--- src/rtl/t1_link_inserter.sv ---
module t1_link_inserter #(
  parameter int LATENCY = 10,
  parameter int DL_BIT  = 191
) (
  input  logic       clk,
  input  logic       rst_n,
  input  logic       ser_in,
  input  logic       link_in,
  input  logic [4:0] frame_num,
  input  logic [7:0] bit_pos,
  input  logic [1:0] mode,
  input  logic       link_en,
  input  logic       strap_en,
  input  logic       nrz_sel,
  output logic       pos_out,
  output logic       neg_out
);
  localparam int DEPTH = LATENCY - 1;
  localparam logic [7:0] DL_POS = 8'(DL_BIT);

  logic fbit, ins, merged, mark, pol_neg;
  logic [DEPTH-1:0] dly;

  assign fbit = (bit_pos == 8'd0);
  assign ins  = (mode == 2'd0 && fbit && !frame_num[0] && (link_en || strap_en))
             || (mode == 2'd1 && fbit && frame_num[0])
             || (mode == 2'd2 && bit_pos == DL_POS);
  assign merged = ins ? link_in : ser_in;
  assign mark   = dly[DEPTH-1];

  always_ff @(posedge clk) begin
    if (!rst_n) dly <= '0;
    else        dly <= {dly[DEPTH-2:0], merged};
  end

  always_ff @(posedge clk) begin
    if (!rst_n) begin
      pos_out <= 1'b0;
      neg_out <= 1'b0;
      pol_neg <= 1'b0;
    end else if (nrz_sel) begin
      pos_out <= mark;
      neg_out <= 1'b0;
    end else begin
      pos_out <= mark & ~pol_neg;
      neg_out <= mark & pol_neg;
      if (mark) pol_neg <= ~pol_neg;
    end
  end

  assert_rails_exclusive_R8: assert property (@(posedge clk) disable iff (!rst_n)
    !(pos_out && neg_out));

  assert_nrz_neg_low_R9: assert property (@(posedge clk) disable iff (!rst_n)
    nrz_sel |=> !neg_out);

  assert_ami_alternate_R8: assert property (@(posedge clk) disable iff (!rst_n)
    (!nrz_sel && mark) |=> (pos_out != $past(pol_neg)) && (pol_neg != $past(pol_neg)));

  assert_tail_to_rail_R2: assert property (@(posedge clk) disable iff (!rst_n)
    (!nrz_sel && !mark) |=> !pos_out && !neg_out);

  assert_sf_insert_R3: assert property (@(posedge clk) disable iff (!rst_n)
    (mode == 2'd0 && fbit && !frame_num[0] && (link_en || strap_en)) |=> dly[0] == $past(link_in));

  assert_esf_insert_R5: assert property (@(posedge clk) disable iff (!rst_n)
    (mode == 2'd1 && fbit && frame_num[0]) |=> dly[0] == $past(link_in));

  assert_dl_insert_R6: assert property (@(posedge clk) disable iff (!rst_n)
    (mode == 2'd2 && bit_pos == DL_POS) |=> dly[0] == $past(link_in));

  assert_passthru_R7: assert property (@(posedge clk) disable iff (!rst_n)
    (mode == 2'd3) |=> dly[0] == $past(ser_in));
endmodule

--- config.mk ---
export PLATFORM = sky130hd
export DESIGN_NAME = t1_link_inserter
export DESIGN_NICKNAME = d
export VERILOG_FILES = /design/src/rtl/t1_link_inserter.sv
export SDC_FILE = /design/constraint.sdc
export NUM_CORES = 1
export LEC_CHECK = 0
export BUFFER_PORTS_ARGS = -buffer_cell sky130_fd_sc_hd__buf_2
export CORE_AREA = 4 4 41 43
export DETAILED_ROUTE_END_ITERATION = 12
export DIE_AREA = 0 0 45 47
export PLACE_DENSITY = 0.61
export SLEW_MARGIN = 10
export SYNTH_ARGS = -nofsm -noshare
export SYNTH_HDL_FRONTEND = slang
export SYNTH_SLANG_ARGS = --single-unit
export TNS_END_PERCENT = 100
--- constraint.sdc ---
create_clock -name clk -period 1.59 [get_ports clk]
set_input_delay 0.318 -clock clk [delete_from_list [all_inputs] [get_ports clk]]
set_output_delay 0.318 -clock clk [all_outputs]
set_load 0.05 [all_outputs]
==> metrics.txt <==
worst-case hold path end point neg_out$_SDFF_PP0_; global routing met1 resource utilization 0.0956; crit path max fanout 2; Clock Pin Slew Worst Setup and Hold Paths 0.06 ns; filler-free cell count of the finished design 78; setup repair after global routing missed its margin false; clock period minus worst slack ~1.4 ns; cell family with most CP delay simple AND/OR/NAND/NOR gates; initial antenna violation count 0; H-tree Lvls 1; slowest cell on the critical path sky130_fd_sc_hd__or4_1; Worst Hold Slack 0.222 ns; Syn Nets 64; via count of the first global-routing pass about 350; global routing met3 resource utilization 0.0690; global-route congestion overflow total 0; R2R Path End pol_neg$_SDFFE_PN0P_; most common cell after layout, fill and taps aside sky130_fd_sc_hd__buf_2; site row count 13; Horiz. Die Dim 45 um; GRT busiest layer met2; worst clock skew on the final layout 0.000730 ns; Static Leak 0.260 nW; highest clock frequency the design can meet ~690 MHz; Global Route Usage Sum 0.0956; Req. time, crit path between 1.5 and 2 ns; pwr dens 933 mW/mm2; TritonCTS clock tree done; Worst R2R Path Depth 3; warnings from Yosys 0; initial core utilization 0.327; DP Wirelength 570 um; Worst Hold Path Cells 2; portion of the clock cycle consumed by the worst path in the final layout 0.907; total length of routed wires about 740 um; number of clock buffers inserted by TritonCTS 3; status complete, no violations; data arrival time of the critical path 1.60 ns; number of resized instances in the post-cts repair step 0; Yosys cell types 16; hold path start nrz_sel; part of the Yosys area used for sequential elements 0.565; global placement routability congestion 0.791; synth top area cells sky130_fd_sc_hd__dfxtp_1 56%, sky130_fd_sc_hd__and2_1 13%, sky130_fd_sc_hd__nand2_1 4.4%; post-synthesis to final-layout area growth 31.2%; detailed-route wire length per cell about 9.5 um; Hold Buf Count CTS 0; relative slew slack 0.823; max incr delay on CP around 0.54 ns; pin count of the biggest net entering global routing 13; worst min-delay path category primary input to register; total count of max-transition violations in the final report 0; peak supply drop 535 uV; post-synthesis register bit count 12; fraction of layout instances using a drive strength above 1 0.365; global-route wire length before repair 1350 um; mean cell area of the mapped netlist 10.1 um2; logic depth of the worst setup path including buffers 5; final number of hold-violating endpoints 0; netlist area before placement 425 um2; die footprint 0.00212 mm2; Setup Fix Bufs, Post-CTS 0; WP buf/inv 1; post-route antenna net violation count 0; TritonRoute pass-1 iters 4; nature of the critical path startpoint primary input; met2 GRT Util 0.147; number of port buffers 19; worst reg-to-reg setup slack 0.83 ns; Vert. Die Dim 47 um; cell type contributing the most total cell area after synthesis sky130_fd_sc_hd__dfxtp_1; core area 0.00130 mm2; number of standard cells after synthesis 42; Root Buffer Master sky130_fd_sc_hd__clkbuf_4; number of antenna repair diodes 0; dpl cells 75; Crit Path Class primary input to register; maximum number of buffers from clock root to sink 2; Via-to-Cell Ratio roughly 4.4; drt initial violations 5; number of remaining DRC errors 0; most frequent cells in the layout 19 x sky130_fd_sc_hd__buf_2, 12 x sky130_fd_sc_hd__dfxtp_1, 9 x sky130_fd_sc_hd__and2_1; total power after layout 0.520 mW; worst skew pair latency 0.27 ns; final layout net count 87; area share of the leading cell type in the synthesized netlist 0.565; clk sink count 12; max-capacitance violation count 0; endpoint kind of the worst setup timing path register; Vias ~350; io pins 24; beginning of the worst register-to-register path dly[8]$_SDFF_PN0_; final setup violation count 0; cells along the critical path buf_2, or4_1, a2111oi_2, a31oi_1, mux2i_1; Worst Tran Pin Value around 0.27 ns
how the worst max path moves through the flow:
stage	from	to	slack (ns)
6_report	bit_pos[6]	dly[0]$_SDFF_PN0_	0.15
5_1_grt	bit_pos[6]	dly[0]$_SDFF_PN0_	0.09
4_1_cts	bit_pos[6]	dly[0]$_SDFF_PN0_	0.15
3_5_place_dp	bit_pos[6]	dly[0]$_SDFF_PN0_	-0.14
3_3_place_gp	bit_pos[6]	dly[0]$_SDFF_PN0_	-0.15
2_1_floorplan	bit_pos[6]	dly[0]$_SDFF_PN0_	0.05
state kept, by name, indices dropped and copies added (netlist names):
register,count
pos_out,1
neg_out,1
dly,9
pol_neg,1
metal layers:
layer  up-vias  routed length, um
li1        184                  -
met1       150                326
met2         8                349
met3         3                 51
met4         0                 14
met5         -                  0
worst register-to-register path, delay by kind of cell, from the launching register on:
kind                      cells  cell delay (ns)
xor gates and xnor gates      1             0.12
DFF                           1             0.33
and+or+nand+nor               2             0.22
layout make-up:
| cell class | instances | area, um2 |
|---|---|---|
| clock buffers | 3 | 22.5 |
| flip-flops and latches | 12 | 240 |
| repair buffers | 19 | 95.1 |
| fillers | 152 | 743 |
| multi-input cells | 27 | 174 |
| inverters | 2 | 7.51 |
| well taps | 15 | 18.8 |
logic make-up (layout without fill, tap and decap cells):
group | count (synthesis) | after routing | share of synthesized area
flip-flops | 12 | 12 | 0.565
multiplexers | 1 | 1 | 0.0235
AND/OR/NAND/NOR | 21 | 21 | 0.285
AO/OA/AOI/OAI | 4 | 4 | 0.0794
XOR/XNOR | 1 | 1 | 0.0206
buffers and inverters | 3 | 24 | 0.0265
synth_stat cells (all sizes together):
cell / n
nand4b: 2
or4: 1
nand2: 5
a31oi: 1
nor2: 1
a21oi: 1
nor3: 2
dfxtp: 12
nor3b: 1
and2: 9
o21bai: 1
a2111oi: 1
xnor2: 1
mux2i: 1
inv: 2
clkbuf: 1
stage by stage:
stage | setup slack [ns] | util | instance area, um2 | setup TNS (ns)
2_1_floorplan | 0.0460 | - | 425 | 0
3_3_place_gp | -0.146 | 0.412 | 536 | -0.146
3_5_place_dp | -0.137 | 0.412 | 536 | -0.137
4_1_cts | 0.152 | 0.429 | 558 | 0
5_1_grt | 0.0933 | 0.429 | 558 | 0
6_report | 0.149 | 0.429 | 558 | 0
where the power goes:
group / switching (mW) / internal, mW
Combinational: 0.0170 / 0.0213
Sequential: 0.000702 / 0.304
Clock: 0.0892 / 0.0877
Total: 0.107 / 0.413
Note: power is estimated with default switching activity, not from simulation.
